## src/rtl/rxf_pkg.sv

```systemverilog
// Shared constants, mode type and CRC bit step for the receive address filter.
package rxf_pkg;
    localparam int          ADDR_BYTES    = 6;
    localparam logic [31:0] CRC_POLY      = 32'hEDB88320;
    localparam logic [31:0] CRC_SEED      = 32'hFFFF_FFFF;
    localparam logic [7:0]  MIN_LEN_FLOOR = 8'd5;

    // Mode bits as stored in configuration slot 6.
    typedef struct packed {
        logic mc_en;
        logic bc_off;
        logic promisc;
    } rxf_mode_t;

    // One reflected CRC-32 step for a single input bit.
    function automatic logic [31:0] crc_bit(input logic [31:0] c, input logic d);
        logic fb;
        fb = c[0] ^ d;
        return fb ? ((c >> 1) ^ CRC_POLY) : (c >> 1);
    endfunction
endpackage

```

## src/rtl/rxf_crc_byte.sv

```systemverilog
// Byte-wide reflected CRC-32 accumulator.
// Assumes: byte bits are consumed LSB first; restart seeds from all ones
// for the byte presented in the same cycle. crc_next is the raw (not inverted) value.
module rxf_crc_byte
    import rxf_pkg::*;
(
    input  logic        clk,
    input  logic        rst_n,
    input  logic        step,
    input  logic        restart,
    input  logic [7:0]  data,
    output logic [31:0] crc_next
);
    logic [31:0] crc_q;
    logic [31:0] chain [0:8];

    assign chain[0] = restart ? CRC_SEED : crc_q;

    // Unrolled bit chain, one stage per data bit.
    for (genvar i = 0; i < 8; i++) begin : g_bit
        assign chain[i+1] = crc_bit(chain[i], data[i]);
    end

    assign crc_next = chain[8];

    // Keep the running remainder between bytes.
    always_ff @(posedge clk) begin
        if (!rst_n)    crc_q <= CRC_SEED;
        else if (step) crc_q <= crc_next;
    end
endmodule

```

## src/rtl/rxf_cfg_regs.sv

```systemverilog
// Configuration store: station address bytes, mode bits, minimum frame length.
// Assumes: slots 0..ADDR_BYTES-1 are address bytes in wire order, the next slot
// holds the mode bits, and the slot after it holds the minimum length (floored).
module rxf_cfg_regs
    import rxf_pkg::*;
#(
    parameter int CFG_AW = 3
) (
    input  logic                             clk,
    input  logic                             rst_n,
    input  logic                             we,
    input  logic [CFG_AW-1:0]                waddr,
    input  logic [7:0]                       wdata,
    output logic [ADDR_BYTES-1:0][7:0]       station,
    output rxf_mode_t                        mode,
    output logic [7:0]                       min_len
);
    localparam logic [CFG_AW-1:0] MODE_SLOT = CFG_AW'(ADDR_BYTES);
    localparam logic [CFG_AW-1:0] MIN_SLOT  = CFG_AW'(ADDR_BYTES + 1);

    // One register per station address byte.
    for (genvar i = 0; i < ADDR_BYTES; i++) begin : g_sta
        always_ff @(posedge clk) begin
            if (!rst_n)                              station[i] <= '0;
            else if (we && waddr == CFG_AW'(i))      station[i] <= wdata;
        end
    end

    // Mode bits and floored minimum length.
    always_ff @(posedge clk) begin
        if (!rst_n) begin
            mode    <= '0;
            min_len <= MIN_LEN_FLOOR;
        end else if (we) begin
            if (waddr == MODE_SLOT) mode <= rxf_mode_t'(wdata[2:0]);
            if (waddr == MIN_SLOT)  min_len <= (wdata < MIN_LEN_FLOOR) ? MIN_LEN_FLOOR : wdata;
        end
    end
endmodule

```

## src/rtl/rxf_mc_table.sv

```systemverilog
// Multicast hash table builder.
// Assumes: load_start clears the table and samples the byte count; list bytes
// follow in wire order; bytes presented together with load_start are dropped.
module rxf_mc_table
    import rxf_pkg::*;
#(
    parameter int ENTRIES   = 64,
    parameter int MAX_ADDRS = 64,
    parameter int CNT_W     = 16
) (
    input  logic               clk,
    input  logic               rst_n,
    input  logic               load_start,
    input  logic [CNT_W-1:0]   load_bytes,
    input  logic               byte_valid,
    input  logic [7:0]         byte_data,
    output logic [ENTRIES-1:0] table_bits
);
    localparam int IDX_W  = $clog2(ENTRIES);
    localparam int LEFT_W = $clog2(MAX_ADDRS + 1);
    localparam int POS_W  = $clog2(ADDR_BYTES + 1);

    logic [CNT_W-1:0]  addr_cnt;
    logic [LEFT_W-1:0] left_q;
    logic [POS_W-1:0]  pos_q;
    logic              take, last;
    logic [31:0]       crc_next, hash;
    logic [IDX_W-1:0]  idx;

    assign addr_cnt = load_bytes / CNT_W'(ADDR_BYTES);
    assign take     = byte_valid && !load_start && (left_q != '0);
    assign last     = take && (pos_q == POS_W'(ADDR_BYTES - 1));

    rxf_crc_byte u_crc (
        .clk      (clk),
        .rst_n    (rst_n),
        .step     (take),
        .restart  (pos_q == '0),
        .data     (byte_data),
        .crc_next (crc_next)
    );

    assign hash = ~crc_next;
    assign idx  = hash[IDX_W+1:2];

    // Track remaining addresses and byte position within the current address.
    always_ff @(posedge clk) begin
        if (!rst_n) begin
            left_q <= '0;
            pos_q  <= '0;
        end else if (load_start) begin
            left_q <= (addr_cnt > CNT_W'(MAX_ADDRS)) ? LEFT_W'(MAX_ADDRS) : LEFT_W'(addr_cnt);
            pos_q  <= '0;
        end else if (take) begin
            pos_q <= last ? '0 : pos_q + 1'b1;
            if (last) left_q <= left_q - 1'b1;
        end
    end

    // Clear on load start, set one hashed bit per completed address.
    always_ff @(posedge clk) begin
        if (!rst_n)          table_bits <= '0;
        else if (load_start) table_bits <= '0;
        else if (last)       table_bits[idx] <= 1'b1;
    end
endmodule

```

## src/rtl/rx_addr_filter.sv

```systemverilog
// Receive address filter top: classifies the destination address and issues
// one registered accept/reject decision per frame.
// Assumes: frm_start precedes the address bytes; frm_len is valid with frm_start;
// mode and table are stable while a frame's address is arriving.
module rx_addr_filter
    import rxf_pkg::*;
#(
    parameter int LEN_W        = 16,
    parameter int CNT_W        = 16,
    parameter int HASH_ENTRIES = 64,
    parameter int MAX_MC       = 64
) (
    input  logic             clk,
    input  logic             rst_n,
    input  logic             cfg_we,
    input  logic [2:0]       cfg_addr,
    input  logic [7:0]       cfg_wdata,
    input  logic             mc_start,
    input  logic [CNT_W-1:0] mc_byte_cnt,
    input  logic             mc_valid,
    input  logic [7:0]       mc_byte,
    input  logic             frm_start,
    input  logic [LEN_W-1:0] frm_len,
    input  logic             da_valid,
    input  logic [7:0]       da_byte,
    output logic             dec_valid,
    output logic             dec_accept,
    output logic             dec_group
);
    localparam int IDX_W = $clog2(HASH_ENTRIES);
    localparam int POS_W = $clog2(ADDR_BYTES + 1);

    logic [ADDR_BYTES-1:0][7:0] station;
    rxf_mode_t                  mode;
    logic [7:0]                 min_len;
    logic [HASH_ENTRIES-1:0]    mc_bits;

    logic [POS_W-1:0] pos_q;
    logic             short_q, match_q, ones_q, grp_q;
    logic             take, last;
    logic [7:0]       sta_byte;
    logic             match_n, ones_n, grp_n;
    logic [31:0]      crc_next, hash;
    logic [IDX_W-1:0] idx;
    logic             acc_n, flag_n;

    rxf_cfg_regs #(.CFG_AW(3)) u_cfg (
        .clk     (clk),
        .rst_n   (rst_n),
        .we      (cfg_we),
        .waddr   (cfg_addr),
        .wdata   (cfg_wdata),
        .station (station),
        .mode    (mode),
        .min_len (min_len)
    );

    rxf_mc_table #(.ENTRIES(HASH_ENTRIES), .MAX_ADDRS(MAX_MC), .CNT_W(CNT_W)) u_tab (
        .clk        (clk),
        .rst_n      (rst_n),
        .load_start (mc_start),
        .load_bytes (mc_byte_cnt),
        .byte_valid (mc_valid),
        .byte_data  (mc_byte),
        .table_bits (mc_bits)
    );

    assign take = da_valid && !frm_start && (pos_q < POS_W'(ADDR_BYTES));
    assign last = take && (pos_q == POS_W'(ADDR_BYTES - 1));

    rxf_crc_byte u_crc (
        .clk      (clk),
        .rst_n    (rst_n),
        .step     (take),
        .restart  (pos_q == '0),
        .data     (da_byte),
        .crc_next (crc_next)
    );

    assign hash = ~crc_next;
    assign idx  = hash[IDX_W+1:2];

    // Per-byte comparisons folded into the running flags.
    always_comb begin
        sta_byte = (pos_q < POS_W'(ADDR_BYTES)) ? station[pos_q] : 8'h00;
        match_n  = match_q && (da_byte == sta_byte);
        ones_n   = ones_q && (da_byte == 8'hFF);
        grp_n    = (pos_q == '0) ? da_byte[0] : grp_q;
    end

    // Classification once the last address byte is present.
    always_comb begin
        acc_n  = 1'b0;
        flag_n = 1'b0;
        if (short_q) begin
            acc_n = 1'b0;
        end else if (mode.promisc) begin
            acc_n = 1'b1;
        end else if (ones_n) begin
            acc_n  = !mode.bc_off;
            flag_n = !mode.bc_off;
        end else if (grp_n) begin
            acc_n  = mode.mc_en && mc_bits[idx];
            flag_n = acc_n;
        end else begin
            acc_n = match_n;
        end
    end

    // Frame state and held decision.
    always_ff @(posedge clk) begin
        if (!rst_n) begin
            pos_q      <= '0;
            short_q    <= 1'b0;
            match_q    <= 1'b1;
            ones_q     <= 1'b1;
            grp_q      <= 1'b0;
            dec_valid  <= 1'b0;
            dec_accept <= 1'b0;
            dec_group  <= 1'b0;
        end else if (frm_start) begin
            pos_q      <= '0;
            short_q    <= frm_len < LEN_W'(min_len);
            match_q    <= 1'b1;
            ones_q     <= 1'b1;
            grp_q      <= 1'b0;
            dec_valid  <= 1'b0;
            dec_accept <= 1'b0;
            dec_group  <= 1'b0;
        end else if (take) begin
            pos_q   <= pos_q + 1'b1;
            match_q <= match_n;
            ones_q  <= ones_n;
            grp_q   <= grp_n;
            if (last) begin
                dec_valid  <= 1'b1;
                dec_accept <= acc_n;
                dec_group  <= flag_n;
            end
        end
    end
endmodule

```

## config.mk

```make
export PLATFORM = sky130hd
export DESIGN_NAME = rx_addr_filter
export DESIGN_NICKNAME = d
export VERILOG_FILES = /design/src/rtl/rxf_pkg.sv /design/src/rtl/rxf_crc_byte.sv /design/src/rtl/rxf_cfg_regs.sv /design/src/rtl/rxf_mc_table.sv /design/src/rtl/rx_addr_filter.sv
export SDC_FILE = /design/constraint.sdc
export NUM_CORES = 1
export LEC_CHECK = 0
export ABC_AREA = 0
export BUFFER_PORTS_ARGS = -buffer_cell sky130_fd_sc_hd__clkbuf_2
export CELL_PAD_IN_SITES_DETAIL_PLACEMENT = 0
export CELL_PAD_IN_SITES_GLOBAL_PLACEMENT = 1
export CORE_MARGIN = 2
export CORE_UTILIZATION = 43
export CTS_CLUSTER_DIAMETER = 100
export DETAILED_ROUTE_END_ITERATION = 6
export PLACE_DENSITY_LB_ADDON = 0.1
export SYNTH_ARGS = -nofsm -noshare
export SYNTH_HDL_FRONTEND = slang
export SYNTH_SLANG_ARGS = --single-unit
```

## constraint.sdc

```tcl
create_clock -name clk -period 4.45 [get_ports clk]
set_input_delay 0.6675 -clock clk [delete_from_list [all_inputs] [get_ports clk]]
set_output_delay 0.6675 -clock clk [all_outputs]
set_load 0.05 [all_outputs]
```

==> results by group <==
Critical path
  – CP Data Required Time: 4.88 ns
  – Slowest-stage cell, CP: xnor2_2
  – Crit Path Max Fanout: 10
  – Crit start category: flop
  – CP most frequent cell: mux2i_1
  – CP Class: reg2reg
  – Setup crit end kind: flop
  – Kind of cell adding the most delay to the critical path: multiplexers
  – Critical Path AT: 4.34 ns
  – CP cell instances: inv_1 -> ha_1 -> nor2b_2 -> nor2_1 -> xnor2_2 -> xnor2_2 -> buf_4 -> mux4_2 -> mux2i_1 -> mux2i_1 -> mux2i_1 -> mux2i_1 -> a21oi_1 -> o21ai_1
  – Largest stage delay, worst path: 0.82 ns
  – Buffers & Inverters on Critical Path: 2

Timing
  – Max-slew violation count: 0
  – Final min period: 3.917 ns
  – Actual slew at the worst max-slew pin: 1.133 ns
  – Fin crit share: 0.8803
  – Sum of negative setup slack: 0 ns
  – Setup repair after global routing missed its margin: false
  – Final setup violation count: 0
  – Max-slew headroom: 0.2388
  – Final Hold Vio Count: 0
  – Peak Freq: 0.2553 GHz
  – Clock skew: 0.03507 ns
  – Final worst slack: 0.5328 ns

Outcome
  – Status: completed

Synthesis
  – Post-synthesis cell type count: 92
  – Yosys reg bits: 207
  – Yosys warns: 0
  – Synthesized Nets: 1,541
  – Post-Synthesis Cells: 1,460
  – Post-Syn Area: 12,190 sq um
  – Post-synth EDFFs: 0
  – Asr flop ratio synth: 0
  – Avg Synthesized Cell Area: 8.346 sq um
  – Prevailing post-synth register cell: dfxtp_1
  – Seq/Total Area, Yosys: 0.3401

Global routing
  – Largest net degree at the start of global routing: 82
  – GRT Overall Usage: 0.2018
  – Grt ovf: 0
  – Vias in the first global route: 9,362
  – Initial antenna violation count: 0
  – Global-route wire length before repair: 49.16 mm

Drt
  – Avg Vias per Cell: 5.309
  – Avg WL per Cell: 15.80 um
  – # DRC: 0
  – Vias: 10,010
  – Final wirelength: 29.79 mm
  – Post-DRT Antenna Nets: 0
  – Pre-antenna DRT Iters: 5
  – Initial drt markers: 583

Floorplan
  – Top-Level Pins: 69
  – CORE AREA: 27,860 sq um
  – FP Rows: 61
  – Die Height: 172.3 um
  – Initial cell density of the core: 0.4374
  – Die width: 172.3 um
  – Die ar.: 29,700 sq um

Placed design
  – Buffers on Ports: 67
  – Placed Cells incl. Taps: 1,840
  – HPWL Detailed: 19.91 mm
  – Setup WS pre-CTS: 0.4715 ns
  – RePlAce Congestion: 0.8060

Clock tree
  – Clock buffer depth: 3
  – Root Buffer: clkbuf_16
  – Post-CTS Setup Inserts: 0
  – Reg clk slew, reported paths: 0.06 ns
  – Worst-skew pair later-pin latency: 0.54 ns
  – Post-CTS Hold Fix Bufs: 0
  – CTS tree: built
  – CTS buffer count: 25
  – CTS sink cnt: 207
  – Resize count post-CTS: 0
  – H-tree depth: 1

Layout
  – Layout Nets: 1,570
  – Final antenna diode count: 0
  – Layout cell share with drive strength beyond 1: 0.1374
  – Area Growth Syn to Fin: 12.03%
  – Non-Filler Instances: 1,885
  – Final Util: 0.4901

Min path
  – Worst hold path class: in2reg

Pwr
  – Pwr/cell area: 377.7 nW/um^2
  – Worst IR drop on VDD: 296.1 uV
  – Lkg Pwr: 5.086 nW

Flow run
  – Max_cap viols: 0
==> worst register-to-register path: cells and delay by family (launching register included) <==
| family | cells | cell delay (ns) |
|---|---|---|
| compound gates | 2 | 0.32 |
| xor+xnor | 2 | 1.00 |
| fa+ha+maj | 1 | 0.14 |
| buf+inv | 2 | 0.44 |
| flops | 1 | 0.31 |
| mux | 5 | 1.14 |
| simple gates | 2 | 0.44 |
==> synth_stat cells (19+ instances only) <==
cell / instances / area (sq um)
dfxtp_1: 207 / 4144
a21oi_1: 89 / 445.4
xor2_1: 61 / 534.3
o211ai_1: 68 / 510.5
o21ai_0: 28 / 140.1
inv_1: 31 / 116.4
a21boi_0: 57 / 427.9
mux4_2: 24 / 540.5
mux2i_1: 27 / 270.3
nor2_1: 193 / 724.4
nand2b_1: 19 / 118.9
nand2_1: 206 / 773.2
clkbuf_1: 73 / 274.0
xnor2_1: 126 / 1104
==> worst paths after layout <==
check / from / to / slack, ns / cells after the start
hold / removal: frm_len[11] / short_q$_SDFFE_PN0P_ / 0.42 / 4
setup / recovery: pos_q[1]$_SDFFE_PP0P_ / dec_accept$_SDFFE_PP0P_ / 0.53 / 14
hold reg to reg: dec_valid$_SDFFE_PP0P_ / dec_valid$_SDFFE_PP0P_ / 0.45 / 2
setup reg to reg: pos_q[1]$_SDFFE_PP0P_ / dec_accept$_SDFFE_PP0P_ / 0.53 / 14
==> cell usage in the layout, fill, tap and decap left out, drive strengths merged, types with 15 or more instances in the layout <==
| cell type | Yosys | layout |
|---|---|---|
| xnor2 | 132 | 132 |
| nand2 | 208 | 208 |
| a21boi | 57 | 57 |
| nand3 | 17 | 17 |
| nand2b | 19 | 19 |
| o211ai | 68 | 68 |
| xor2 | 62 | 62 |
| mux4 | 24 | 24 |
| clkbuf | 74 | 101 |
| nor2 | 194 | 194 |
| buf | 25 | 35 |
| o21ai | 31 | 31 |
| a21oi | 91 | 91 |
| ha | 15 | 15 |
| mux2i | 28 | 28 |
| inv | 31 | 33 |
| dfxtp | 207 | 207 |
==> flip-flops by register name, summed over array words and instances (netlist names) <==
| name | count |
|---|---|
| dec_valid | 1 |
| u_cfg.mode | 3 |
| u_tab.pos_q | 3 |
| u_tab.u_crc.crc_q | 32 |
| dec_group | 1 |
| grp_q | 1 |
| dec_accept | 1 |
| match_q | 1 |
| short_q | 1 |
| u_tab.table_bits | 64 |
| u_cfg.station | 48 |
| u_tab.left_q | 7 |
| u_cfg.min_len | 8 |
| ones_q | 1 |
| pos_q | 3 |
| u_crc.crc_q | 32 |
==> cell type report <==
| type | instances | area [sq um] |
|---|---|---|
| clock buffer | 35 | 703.2 |
| inverter | 33 | 125.1 |
| multi-input combinational | 1121 | 7482 |
| fill | 2749 | 14210 |
| sequential | 207 | 4144 |
| timing repair buffer | 101 | 605.6 |
| tap | 378 | 473.0 |
| clock inverter | 10 | 118.9 |
==> through the flow <==
step / area (sq um) / hold WS [ns] / power, mW
2_1_floorplan: 12190 / 0.4143 / 2.902
3_5_place_dp: 12830 / 0.4405 / 3.168
5_1_grt: 13650 / 0.4338 / 5.421
4_1_cts: 13650 / 0.4002 / 5.223
6_report: 13650 / 0.4182 / 5.157
3_3_place_gp: 12830 / 0.4343 / 3.163
==> cell families (layout without fill, tap and decap cells) <==
kind of cell               Yosys count  in the layout  synth area share
and+or+nand+nor                    520            520            0.1889
AOI/OAI and AO/OA                  339            339            0.1954
DFF                                207            207            0.3401
xor gates and xnor gates           194            194            0.1438
buffers and inverters              132            179           0.04713
muxes                               53             53           0.06931
adders and majority gates           15             15           0.01540
==> metal layers <==
layer  up-vias  GRT usage  wire, um
met3        27    0.01968       938
met4         0    0.03398       410
met5         -          0         0
li1       5098          -         -
met2       150     0.3407     13870
met1      4732     0.2831     14570
==> where the power goes <==
| group | internal (mW) | switching [mW] | leakage (nW) |
|---|---|---|---|
| Sequential | 1.92 | 0.0484 | 1.68 |
| Clock | 1.22 | 0.811 | 0.410 |
| Combinational | 0.482 | 0.669 | 2.99 |
| Total | 3.63 | 1.53 | 5.09 |
Note: power is estimated with default switching activity, not from simulation.
